[config.mk]
export PLATFORM = sky130hd
export DESIGN_NAME = cursor_color_port
export DESIGN_NICKNAME = d
export VERILOG_FILES = /design/src/rtl/ccp_pkg.sv /design/src/rtl/ccp_seq.sv /design/src/rtl/ccp_store.sv /design/src/rtl/ccp_hold.sv /design/src/rtl/ccp_bus_fmt.sv /design/src/rtl/cursor_color_port.sv
export SDC_FILE = /design/constraint.sdc
export NUM_CORES = 1
export LEC_CHECK = 0
export CAP_MARGIN = 40
export CORE_MARGIN = 5
export CORE_UTILIZATION = 58
export CTS_CLUSTER_DIAMETER = 80
export DETAILED_ROUTE_END_ITERATION = 10
export PLACE_DENSITY_LB_ADDON = 0.25
export SYNTH_ARGS = -nofsm -noshare
export SYNTH_HDL_FRONTEND = slang
export SYNTH_SLANG_ARGS = --single-unit
[constraint.sdc]
create_clock -name clk_i -period 6.15 [get_ports clk_i]
set_input_delay 0.9225 -clock clk_i [delete_from_list [all_inputs] [get_ports clk_i]]
set_output_delay 0.9225 -clock clk_i [all_outputs]
set_load 0.05 [all_outputs]
[src/rtl/ccp_pkg.sv]
package ccp_pkg;
  localparam int SEL_W  = 2;
  localparam int COMP_W = 8;
  localparam int WORD_W = 3 * COMP_W;

  localparam logic [SEL_W-1:0] SEL_ADDR_WR = 2'd0;
  localparam logic [SEL_W-1:0] SEL_DATA    = 2'd1;
  localparam logic [SEL_W-1:0] SEL_UNUSED  = 2'd2;
  localparam logic [SEL_W-1:0] SEL_ADDR_RD = 2'd3;

  typedef enum logic [1:0] {
    PH_RED   = 2'd0,
    PH_GREEN = 2'd1,
    PH_BLUE  = 2'd2
  } phase_e;

  typedef logic [COMP_W-1:0] comp_t;

  typedef struct packed {
    comp_t r;
    comp_t g;
    comp_t b;
  } rgb_t;
endpackage

[src/rtl/ccp_seq.sv]
module ccp_seq
  import ccp_pkg::*;
#(
  parameter int ADDR_W = 8
) (
  input  logic              clk_i,
  input  logic              rst_ni,
  input  logic              ld_wr_i,
  input  logic              ld_rd_i,
  input  logic              adv_i,
  input  logic [ADDR_W-1:0] ld_val_i,
  output logic [ADDR_W-1:0] addr_o,
  output phase_e            phase_o,
  output logic              last_o
);
  localparam logic [ADDR_W-1:0] ADDR_ONE = ADDR_W'(1);

  logic [ADDR_W-1:0] addr_q;
  phase_e            phase_q;

  assign last_o  = adv_i && (phase_q == PH_BLUE);
  assign addr_o  = addr_q;
  assign phase_o = phase_q;

  always_ff @(posedge clk_i or negedge rst_ni) begin
    if (!rst_ni) begin
      addr_q  <= '0;
      phase_q <= PH_RED;
    end else if (ld_wr_i) begin
      addr_q  <= ld_val_i;
      phase_q <= PH_RED;
    end else if (ld_rd_i) begin
      addr_q  <= ld_val_i + ADDR_ONE;
      phase_q <= PH_RED;
    end else if (adv_i) begin
      unique case (phase_q)
        PH_RED:   phase_q <= PH_GREEN;
        PH_GREEN: phase_q <= PH_BLUE;
        default: begin
          phase_q <= PH_RED;
          addr_q  <= addr_q + ADDR_ONE;
        end
      endcase
    end
  end

  AST_TRIPLET_STEP: assert property (@(posedge clk_i) disable iff (!rst_ni)
    (last_o && !ld_wr_i && !ld_rd_i) |=> (addr_q == $past(addr_q) + ADDR_ONE) && (phase_q == PH_RED));
  AST_LOAD_TO_RED: assert property (@(posedge clk_i) disable iff (!rst_ni)
    (ld_wr_i || ld_rd_i) |=> (phase_q == PH_RED));
  AST_RDLOAD_NEXT: assert property (@(posedge clk_i) disable iff (!rst_ni)
    (ld_rd_i && !ld_wr_i) |=> (addr_q == $past(ld_val_i) + ADDR_ONE));
endmodule

[src/rtl/ccp_store.sv]
module ccp_store
  import ccp_pkg::*;
#(
  parameter int LOC_N = 3,
  parameter int LOC_W = 2
) (
  input  logic                          clk_i,
  input  logic                          rst_ni,
  input  logic                          commit_i,
  input  logic [LOC_W-1:0]              commit_loc_i,
  input  rgb_t                          commit_word_i,
  input  logic [LOC_W-1:0]              rd_loc_i,
  output rgb_t                          rd_word_o,
  output logic [LOC_N-1:0][WORD_W-1:0]  colors_o
);
  logic [LOC_N-1:0][WORD_W-1:0] colors_q;

  for (genvar i = 0; i < LOC_N; i++) begin : g_loc
    always_ff @(posedge clk_i or negedge rst_ni) begin
      if (!rst_ni) colors_q[i] <= '0;
      else if (commit_i && (commit_loc_i == LOC_W'(i))) colors_q[i] <= commit_word_i;
    end
  end

  // locations at or above LOC_N read as zero
  always_comb begin
    rd_word_o = '0;
    for (int i = 0; i < LOC_N; i++)
      if (rd_loc_i == LOC_W'(i)) rd_word_o = colors_q[i];
  end

  assign colors_o = colors_q;

  AST_HOLD_WITHOUT_COMMIT: assert property (@(posedge clk_i) disable iff (!rst_ni)
    !commit_i |=> $stable(colors_q));
  AST_UNUSED_DROPPED: assert property (@(posedge clk_i) disable iff (!rst_ni)
    (commit_i && (int'(commit_loc_i) >= LOC_N)) |=> $stable(colors_q));
endmodule

[src/rtl/ccp_hold.sv]
module ccp_hold
  import ccp_pkg::*;
(
  input  logic   clk_i,
  input  logic   rst_ni,
  input  logic   load_i,
  input  rgb_t   load_word_i,
  input  logic   we_i,
  input  phase_e phase_i,
  input  comp_t  comp_i,
  output rgb_t   hold_o
);
  rgb_t hold_q;

  always_ff @(posedge clk_i or negedge rst_ni) begin
    if (!rst_ni) begin
      hold_q <= '0;
    end else if (load_i) begin
      hold_q <= load_word_i;
    end else if (we_i) begin
      unique case (phase_i)
        PH_RED:   hold_q.r <= comp_i;
        PH_GREEN: hold_q.g <= comp_i;
        default:  hold_q.b <= comp_i;
      endcase
    end
  end

  assign hold_o = hold_q;

  AST_PREFETCH_LANDS: assert property (@(posedge clk_i) disable iff (!rst_ni)
    load_i |=> (hold_q == $past(load_word_i)));
endmodule

[src/rtl/ccp_bus_fmt.sv]
module ccp_bus_fmt
  import ccp_pkg::*;
#(
  parameter int NARROW_W = 6
) (
  input  logic   mode8_i,
  input  comp_t  wdata_i,
  input  rgb_t   hold_i,
  input  phase_e phase_i,
  output comp_t  comp_in_o,
  output comp_t  comp_out_o
);
  localparam int PAD_W = COMP_W - NARROW_W;

  comp_t cur;

  always_comb begin
    unique case (phase_i)
      PH_RED:   cur = hold_i.r;
      PH_GREEN: cur = hold_i.g;
      default:  cur = hold_i.b;
    endcase
  end

  // narrow components are kept MSB-aligned in storage
  assign comp_in_o  = mode8_i ? wdata_i : {wdata_i[NARROW_W-1:0], {PAD_W{1'b0}}};
  assign comp_out_o = mode8_i ? cur : {{PAD_W{1'b0}}, cur[COMP_W-1 -: NARROW_W]};
endmodule

[src/rtl/cursor_color_port.sv]
module cursor_color_port
  import ccp_pkg::*;
#(
  parameter int ADDR_W   = 8,
  parameter int LOC_N    = 3,
  parameter int NARROW_W = 6
) (
  input  logic              clk_i,
  input  logic              rst_ni,
  input  logic [SEL_W-1:0]  sel_i,
  input  logic              wr_i,
  input  logic              rd_i,
  input  logic [COMP_W-1:0] wdata_i,
  input  logic              mode8_i,
  output logic [COMP_W-1:0] rdata_o,
  output logic [WORD_W-1:0] overscan_o,
  output logic [WORD_W-1:0] cursor0_o,
  output logic [WORD_W-1:0] cursor1_o
);
  localparam int LOC_W = $clog2(LOC_N + 1);

  logic                         wr_ev, rd_ev, is_data;
  logic                         ld_wr, ld_rd, adv, last;
  logic [ADDR_W-1:0]            addr;
  phase_e                       phase;
  rgb_t                         hold, rd_word, commit_word;
  comp_t                        comp_in, comp_out;
  logic [LOC_W-1:0]             rd_loc;
  logic [LOC_N-1:0][WORD_W-1:0] colors;

  assign wr_ev   = wr_i;
  assign rd_ev   = rd_i && !wr_i;
  assign is_data = (sel_i == SEL_DATA);
  assign ld_wr   = wr_ev && (sel_i == SEL_ADDR_WR);
  assign ld_rd   = wr_ev && (sel_i == SEL_ADDR_RD);
  assign adv     = (wr_ev || rd_ev) && is_data;

  ccp_seq #(.ADDR_W(ADDR_W)) u_seq (
    .clk_i    (clk_i),
    .rst_ni   (rst_ni),
    .ld_wr_i  (ld_wr),
    .ld_rd_i  (ld_rd),
    .adv_i    (adv),
    .ld_val_i (ADDR_W'(wdata_i)),
    .addr_o   (addr),
    .phase_o  (phase),
    .last_o   (last)
  );

  ccp_bus_fmt #(.NARROW_W(NARROW_W)) u_fmt (
    .mode8_i    (mode8_i),
    .wdata_i    (wdata_i),
    .hold_i     (hold),
    .phase_i    (phase),
    .comp_in_o  (comp_in),
    .comp_out_o (comp_out)
  );

  assign commit_word = '{r: hold.r, g: hold.g, b: comp_in};
  assign rd_loc      = ld_rd ? wdata_i[LOC_W-1:0] : addr[LOC_W-1:0];

  ccp_store #(.LOC_N(LOC_N), .LOC_W(LOC_W)) u_store (
    .clk_i         (clk_i),
    .rst_ni        (rst_ni),
    .commit_i      (wr_ev && last),
    .commit_loc_i  (addr[LOC_W-1:0]),
    .commit_word_i (commit_word),
    .rd_loc_i      (rd_loc),
    .rd_word_o     (rd_word),
    .colors_o      (colors)
  );

  ccp_hold u_hold (
    .clk_i       (clk_i),
    .rst_ni      (rst_ni),
    .load_i      (ld_rd || (rd_ev && last)),
    .load_word_i (rd_word),
    .we_i        (wr_ev && is_data),
    .phase_i     (phase),
    .comp_i      (comp_in),
    .hold_o      (hold)
  );

  always_comb begin
    unique case (sel_i)
      SEL_DATA:                 rdata_o = comp_out;
      SEL_ADDR_WR, SEL_ADDR_RD: rdata_o = COMP_W'(addr);
      default:                  rdata_o = '0;
    endcase
  end

  assign overscan_o = colors[0];
  assign cursor0_o  = colors[1];
  assign cursor1_o  = colors[2];

  AST_NARROW_TOP_ZERO: assert property (@(posedge clk_i) disable iff (!rst_ni)
    (!mode8_i && (sel_i == SEL_DATA)) |-> (rdata_o[COMP_W-1:NARROW_W] == '0));
  AST_UNUSED_SEL_ZERO: assert property (@(posedge clk_i) disable iff (!rst_ni)
    (sel_i == SEL_UNUSED) |-> (rdata_o == '0));
endmodule

==> impl_results.md, run 1 <==
- CTS buffer count: 9
- Routed WL per cell: 19.1 µm
- Post-DRT Antenna Nets: 0
- Global-route wire length before repair: 27500 µm
- Post_cts resized: 0
- Synth area leaders: dfrtp_1 (46%), nand2_1 (15%), o21ai_0 (4.3%), a22oi_1 (3.9%), nor2_1 (3.3%)
- Synth Area in XOR/XNOR: 0%
- Worst Tran Pin Value: 0.880 ns
- Pwr per Cell Area: 305 nW/µm²
- Final Wtd Congestion: 0.924
- Synth Instances: 699
- Total wire length: 17200 µm
- Hold Path Class: in -> async
- Comb pwr share: 35.2%
- Slew margin rel.: 39.6%
- Critical Path, Cell by Cell: clkdlybuf4s50_1, inv_1, mux4_2, a22oi_1, nor2_1, clkdlybuf4s50_1
- Post-synth ARST share: 100%
- Final nets: 781
- Vias in the first global route: 5262
- Post-synth EDFFs: 0
- PortBufs: 94
- Netlist cell types: 57
- IO Pins: 95
- Dpl hpwl: 12000 µm
- Net Sw Frac: 41.7%
- Post-synth top flop: dfrtp_1
- Net count after synthesis: 721
- Setup Buffers After CTS: 0
- RR Startpoint: u_seq.addr_o[0]
- Crit Path Max Fanout: 15
- Slew Viols, Final: 0
- Clock Power Share: 21.4%
- Share of total power in sequential cells: 43.4%
- Slowest cell delay on critical path: 0.92 ns
- Compound-Gate Fraction of Synth Area: 20.3%
- N_diodes: 0
- Setup crit start: mode8_i
- Clk slew on worst S/H paths: 0.11 ns
- Startpoint Class: input pin
- Cell taking the most area after synthesis: dfrtp_1
- Hold_ws: 0.488 ns
- Worst skew pair latency: 0.38 ns
- CTS Root Cell: clkbuf_8
- Most frequent cell after synthesis: nand2_1
- Sw Pwr: 0.888 mW
- Worst-case vdd ir drop: 0.000159 V
- TritonCTS clock tree: yes
- Critical Path Slowest Stage Cell: clkdlybuf4s50_1
- Initial Util: 59.3%
- Setup Viol. Count Final: 0
- Height of the die: 110 µm
- Largest net degree at the start of global routing: 55
- Post-synth top cells: nand2_1 (224), dfrtp_1 (106), nor2_1 (50), o21ai_0 (49), a21oi_1 (37)
- Bufs and invs on worst path: 3
- Place WS: 1.47 ns
- WP data arrival: 3.51 ns
- Final hold violation count: 0
- DRC viols: 0
- Share of layout cells above drive strength 1: 5.63%
- Post-CTS Hold Buffers: 0
- Gr usage total: 29.8%
- DIE AREA: 12000 µm²
- Area after DPL: 6770 µm²
- Placed insts: 881
- Setup crit end kind: primary output
- Final min period: 4.43 ns
- Setup TNS: 0 ns
- H-tree level count: 3
- Final WS setup: 1.72 ns
- Family with the most delay on the worst path: buffers and inverters
- Outcome: finished clean
- Post-synthesis mux area share: 5.12%
- Avg Cell Area, Syn: 8.25 µm²
- Combinational family with the most area after synthesis: simple AND/OR/NAND/NOR gates
- Initial antenna violation count: 0
- Seq/Total Area, Yosys: 46.0%
- Max Cap Violations: 0
- Num Clock Sinks: 106
- Vias per std cell: 6.10
- Leakage Power: 3.08 nW
- Final Core Density: 71.7%
- Period utilisation layout: 72.0%
- Cell mode on critical path: clkdlybuf4s50_1
- Core Rows: 36
- Fin area: 6980 µm²
- Synthesized flop and latch total: 106
- RSZ-0062 raised after global routing: false
- Mapped cell area: 5770 µm²
- Share of the synthesized area in the top cell type: 46.0%
- Critical path depth in cells: 6
- DRT Pass-1 Iters: 5
- Worst R2R Path Depth: 9
- Synthesis-to-layout area growth: 21.0%
- Die Width: 110 µm
- DRT iter0 DRCs: 498
- Power, Total: 2.13 mW
- Vias: 5471
- Maximum clock rate: 226 MHz
- WP data required: 5.23 ns
- Post-Layout Cell Count: 897
- Core Box Area: 9730 µm²
- Adder-cell share of the synthesized area: 1.52%
- Setup Crit Path Kind: in -> out
- Clk_skew: 0.0128 ns
- Internal: 1.24 mW
- Simple-Gate Fraction of Synth Area: 22.2%
- Yosys warns: 0
- GRT overflow: 0
- Clock tree buffer depth: 2
-- layout make-up --
| cell class | count | area [µm²] |
|---|---|---|
| Clock buffer | 10 | 128 |
| Clock inverter | 6 | 80.1 |
| Fill cell | 779 | 2750 |
| Inverter | 7 | 26.3 |
| Multi-Input combinational cell | 530 | 2840 |
| Sequential cell | 106 | 2650 |
| Tap cell | 133 | 166 |
| Timing Repair Buffer | 105 | 1080 |
-- state kept, by name (all words and copies together) (netlist names) --
register / flops
u_seq.addr_o: 8
u_seq.phase_o: 2
u_store.colors_o: 72
u_hold.hold_o: 24
-- worst register-to-register path, stage by stage (launching register included) --
cell and delay, ns:
dfrtp_1 0.54, mux2i_1 0.33, inv_1 0.08, ha_1 0.21, nor2b_1 0.44, buf_4 0.37
a22oi_1 0.14, o21ai_0 0.21, nand2_1 0.09, o21ai_0 0.12
-- power by group through the flow --
stage / sequential, mW / clock (mW) / combinational (mW)
after CTS: 0.920 / 0.459 / 0.750
after global routing: 0.938 / 0.490 / 0.803
after global placement: 0.927 / 0 / 0.726
after detailed placement: 0.932 / 0 / 0.746
after floorplan: 1.04 / 0 / 0.373
final: 0.925 / 0.455 / 0.750
-- path summary, 6_finish.rpt --
path,end,slack [ns]
min reg2reg,u_store.colors_o[11],0.51
min in group clk_i,u_store.colors_o[11],0.51
max,rdata_o[3],1.72
max reg2reg,u_hold.hold_o[3],3.54
max in group asynchronous,u_seq.addr_o[1],4.64
min,u_seq.addr_o[5],0.49
-- layout by cell type (no fill, tap or decap), types with 9 or more instances in the layout --
cell,synthesis,routed
nand2_1,224,224
dfrtp_1,106,106
clkdlybuf4s50_1,0,93
nor2_1,50,50
o21ai_0,49,49
a21oi_1,37,37
a22oi_1,30,30
o21ai_1,22,22
mux2i_1,13,13
o211ai_1,11,11
nand3_1,11,11
clkbuf_8,0,9
-- cell families after synthesis --
| logic type | Yosys count |
|---|---|
| adders and majority gates | 7 |
| and+or+nand+nor | 315 |
| buffers and inverters | 63 |
| AOI/OAI and AO/OA | 185 |
| DFF | 106 |
| muxes | 23 |
-- routing by layer --
metal	track usage, %	up-vias	share of wire [%]
met1	40.5	2622	42
met4	10.5	0	2.5
met2	47.6	287	48
met3	5.99	45	8.1
li1	-	2517	-
met5	0	-	0
(Power assumes the default switching activity.)
==> run 2, diff against run 1 <==
Settings changed: CORE_UTILIZATION 58 to 54.
Clock period 6.15 ns to 4.55 ns, I/O delays scaled along.
==> run 2 against run 1 <==
Clock skew rose by 0.0064 ns. Power rose by 36%. Register-to-register slack got worse by 1.4 ns. Critical path depth fell by 1. Final cell count rose by 0.78%. Sequential power rose by 35%. Final area rose by 0.57%. Critical endpoint is now rdata_o[1]. Sequential cell count did not move. Global-route usage fell by 3.5 points. Core utilization fell by 4.0 points.
==> impl_results.md, run 2 (synthesis gave the netlist of run 1 again) <==
- Outcome: finished clean
- DIE AREA: 12800 µm²
- DRT Pass-1 Iters: 5
- N_diodes: 0
- Critical Path, Cell by Cell: mux2_1, mux4_2, a22oi_1, nor2_1, clkdlybuf4s50_1
- DRC viols: 0
- Crit Path Max Fanout: 15
- Global-route wire length before repair: 27000 µm
- Core Rows: 37
- Final Wtd Congestion: 0.948
- Final min period: 3.65 ns
- Max Cap Violations: 0
- Die Width: 113 µm
- H-tree level count: 3
- Multi-input logic area: 2840 µm²
- Post-CTS Hold Buffers: 0
- Worst skew pair latency: 0.39 ns
- Setup TNS: 0 ns
- Setup crit end kind: primary output
- Worst Tran Pin Value: 0.874 ns
- Fill count: 866
- Final hold violation count: 0
- Slew margin rel.: 40.1%
- Most common cell after layout, fill and taps aside: nand2_1
- Vias: 5340
- Register area: 2650 µm²
- Family with the most delay on the worst path: multiplexers
- Vias in the first global route: 5207
- Critical Path Slowest Stage Cell: dfrtp_1
- WP data arrival: 2.97 ns
- Synthesis-to-layout area growth: 21.7%
- Worst R2R Path Depth: 10
- Initial antenna violation count: 0
- Setup Viol. Count Final: 0
- Height of the die: 113 µm
- Final nets: 785
- CTS buffer count: 9
- Post-Layout Cell Count: 904
- Initial Util: 55.6%
- IO Pins: 95
- Share of layout cells above drive strength 1: 6.25%
- RSZ-0062 raised after global routing: false
- Post-DRT Antenna Nets: 0
- Vias per std cell: 5.91
- CTS Root Cell: clkbuf_8
- Startpoint Class: register
- TritonCTS clock tree: yes
- Bufs and invs on worst path: 1
- Critical path depth in cells: 5
- GRT overflow: 0
- Max reg flops: 72
- Routed WL per cell: 18.1 µm
- Leakage Power: 3.10 nW
- Placed insts: 888
- Clk_skew: 0.0192 ns
- Worst-case vdd ir drop: 0.000200 V
- Maximum clock rate: 274 MHz
- Setup Crit Path Kind: reg -> out
- Setup Buffers After CTS: 0
- Dpl hpwl: 11600 µm
- Slowest cell delay on critical path: 0.71 ns
- Clk slew on worst S/H paths: 0.11 ns
- Largest net degree at the start of global routing: 55
- PortBufs: 94
- Post_cts resized: 0
- Period utilisation layout: 80.2%
- Slew Viols, Final: 0
- Most frequent cells in the layout: nand2_1 (224), dfrtp_1 (106), clkdlybuf4s50_1 (93)
- DRT iter0 DRCs: 426
- WP data required: 3.87 ns
- Core Box Area: 10400 µm²
- Pwr per Cell Area: 411 nW/µm²
- Total wire length: 16400 µm
- Num Clock Sinks: 106
- Gr usage total: 26.3%
- Clock tree buffer depth: 2
- Hold Path Class: in -> async
## run 2: cell types whose count changed in the layout (fill, tap and decap cells not counted), sizes merged
cell / previous run / this run
clkinv: 1 / 2
inv: 10 / 9
buf: 12 / 16
## run 2: final cells by class
class | instances | area share (%)
multi-input cells | 530 | 40.5
flip-flops and latches | 106 | 37.8
clock inverters | 6 | 1.14
repair buffers | 109 | 15.8
inverters | 7 | 0.374
well taps | 136 | 2.42
clock buffers | 10 | 1.96
## run 2: where the power goes
part | total, mW | internal, mW | switching (mW)
registers | 1.25 | 1.07 | 0.179
logic | 1.01 | 0.349 | 0.662
clock network | 0.628 | 0.279 | 0.349
total | 2.89 | 1.70 | 1.19
## run 2: worst paths after layout
path	endpoint	start	slack, ns
setup / recovery	rdata_o[1]	u_seq.phase_o[0]	0.90
hold / removal	u_seq.addr_o[3]	rst_ni	0.16
setup reg to reg	u_hold.hold_o[13]	u_seq.addr_o[0]	2.15
hold reg to reg	u_store.colors_o[17]	u_store.colors_o[17]	0.52
max in group asynchronous	u_hold.hold_o[22]	rst_ni	3.35
min in group clk_i	u_store.colors_o[17]	u_store.colors_o[17]	0.52
## run 2: per-stage QoR
stage,worst slack (ns),power (mW),utilization (%),hold WS (ns),area (µm²)
finish,0.899,2.89,67.7,0.164,7020
global placement,1.00,2.24,64.8,0.491,6720
floorplan,1.37,1.91,-,0.387,5770
global route,0.761,3.02,67.7,0.169,7020
detailed placement,0.902,2.27,65.6,0.492,6800
CTS,0.898,2.89,67.7,0.171,7020
## run 2: layer usage
metal  global-route usage, %  vias to the layer above  routed length (µm)
met1                    36.1                     2537                7030
li1                        -                     2529                   -
met2                    42.5                      252                7820
met4                    8.73                        0                 274
met5                       0                        -                   0
met3                    4.55                       22                1250
==> run 3, diff against run 2 <==
Settings changed: CORE_UTILIZATION 54 to 49.
Clock period 4.55 ns to 3.35 ns, I/O delays scaled along.
==> run 3 against run 2 <==
Non-clock buffer count rose by 6. Core utilization fell by 5.5 points. Die area rose by 9.3%. Critical path depth did not move. Sequential power rose by 36%. Via count rose by 2.9%. First-iteration DRC count rose by 19%. Critical endpoint unchanged. Worst hold slack improved by 0.063 ns. Clock power rose by 82%. Global-route usage fell by 1.2 points.
==> impl_results.md, run 3 (synthesis gave the netlist of run 1 again) <==
- Outcome: finished clean
- Post_cts resized: 0
- Clock Power Share: 26.8%
- Dpl hpwl: 12000 µm
- DRC viols: 0
- Net Sw Frac: 38.9%
- Post-Layout Cell Count: 917
- Core Box Area: 11500 µm²
- N_diodes: 0
- Num Clock Sinks: 106
- Initial Util: 50.3%
- Die Width: 118 µm
- Most frequent cells in the layout: nand2_1 (224), dfrtp_1 (106), clkdlybuf4s50_1 (85)
- Crit Path Max Fanout: 15
- Height of the die: 118 µm
- Share of total power in sequential cells: 40.1%
- Area after DPL: 6810 µm²
- Max Cap Violations: 0
- Vias in the first global route: 5455
- Final Wtd Congestion: 0.948
- Maximum clock rate: 346 MHz
- Final nets: 791
- Worst skew pair latency: 0.35 ns
- Post-DRT Antenna Nets: 0
- CTS Root Cell: clkbuf_16
- Place WS: 0.321 ns
- Most common cell after layout, fill and taps aside: nand2_1
- Final hold violation count: 0
- Setup TNS: 0 ns
- Internal: 2.59 mW
- RSZ-0062 raised after global routing: false
- Final Core Density: 62.2%
- Worst R2R Path Depth: 5
- Final min period: 2.89 ns
- Routed WL per cell: 19.0 µm
- Largest net degree at the start of global routing: 61
- Fin area: 7140 µm²
- Clk_skew: 0.00609 ns
- DRT iter0 DRCs: 509
- Setup Buffers After CTS: 0
- Setup crit end kind: primary output
- Vias: 5495
- PortBufs: 94
- DIE AREA: 14000 µm²
- WP data required: 2.85 ns
- Initial antenna violation count: 0
- Clk slew on worst S/H paths: 0.07 ns
- Slew Viols, Final: 0
- Power, Total: 4.24 mW
- GRT overflow: 0
- TritonCTS clock tree: yes
- Post-CTS Hold Buffers: 0
- Hold_ws: 0.227 ns
- IO Pins: 95
- Setup Viol. Count Final: 0
- H-tree level count: 3
- Comb pwr share: 33.1%
- Total wire length: 17400 µm
- Global-route wire length before repair: 28800 µm
- DRT Pass-1 Iters: 6
- Setup Crit Path Kind: reg -> out
- Placed insts: 901
- Slew margin rel.: 36.6%
- Max reg flops: 72
- Leakage Power: 3.18 nW
- Period utilisation layout: 86.3%
- Worst Tran Pin Value: 0.925 ns
- Startpoint Class: register
- Gr usage total: 25.1%
- Synthesis-to-layout area growth: 23.7%
- Final WS setup: 0.458 ns
- Share of layout cells above drive strength 1: 8.01%
- Hold Path Class: in -> async
- Sw Pwr: 1.65 mW
- Worst-case vdd ir drop: 0.000367 V
- Core Rows: 39
- WP data arrival: 2.39 ns
- Clock tree buffer depth: 2
- Vias per std cell: 5.99
- CTS buffer count: 9
- Pwr per Cell Area: 594 nW/µm²
- Fill count: 976
## run 3: cell count changes in the layout (fill, tap and decap cells not counted)
cell and change:
inv_8 +1, inv_6 -2, clkbuf_16 +9, buf_12 +3, buf_16 -3, clkdlybuf4s50_1 -8
clkbuf_8 -7, buf_4 +14, clkinv_8 -1
## run 3: power groups by stage
stage	logic (mW)	registers (mW)	clock network, mW
finish	1.40	1.70	1.14
global route	1.50	1.72	1.20
CTS	1.40	1.69	1.15
detailed placement	1.39	1.72	0
global placement	1.37	1.71	0
floorplan	0.685	1.91	0
## run 3: layout make-up
class,count,area [µm²],area share [%]
clock buffers,12,267,3.73
clock inverters,4,57.6,0.806
inverters,7,26.3,0.368
multi-input cells,530,2840,39.8
flip-flops and latches,106,2650,37.2
well taps,143,179,2.51
repair buffers,115,1110,15.6
## run 3: per-layer routing
| metal | up-vias | wire (µm) | GRT usage, % |
|---|---|---|---|
| li1 | 2534 | - | - |
| met1 | 2671 | 7380 | 33.4 |
| met2 | 243 | 8160 | 39.1 |
| met3 | 47 | 1270 | 5.97 |
| met4 | 0 | 612 | 11.2 |
| met5 | - | 0 | 0 |
## run 3: worst paths after layout
| check | startpoint | slack, ns | to |
|---|---|---|---|
| min in group clk_i | u_store.colors_o[36] | 0.51 | u_store.colors_o[36] |
| setup reg to reg | u_seq.phase_o[1] | 0.92 | u_store.colors_o[20] |
| hold reg to reg | u_store.colors_o[36] | 0.51 | u_store.colors_o[36] |
| max in group asynchronous | rst_ni | 2.26 | u_store.colors_o[12] |
| setup / recovery | u_seq.phase_o[0] | 0.46 | rdata_o[1] |
| hold / removal | rst_ni | 0.23 | u_seq.addr_o[5] |
## run 3: worst max-delay path, stage by stage, from the launching register on
cell     delay (ns)
dfrtp_1        0.69
mux2_1         0.42
mux4_2         0.46
a22oi_1        0.21
nor2_1         0.07
buf_4          0.19
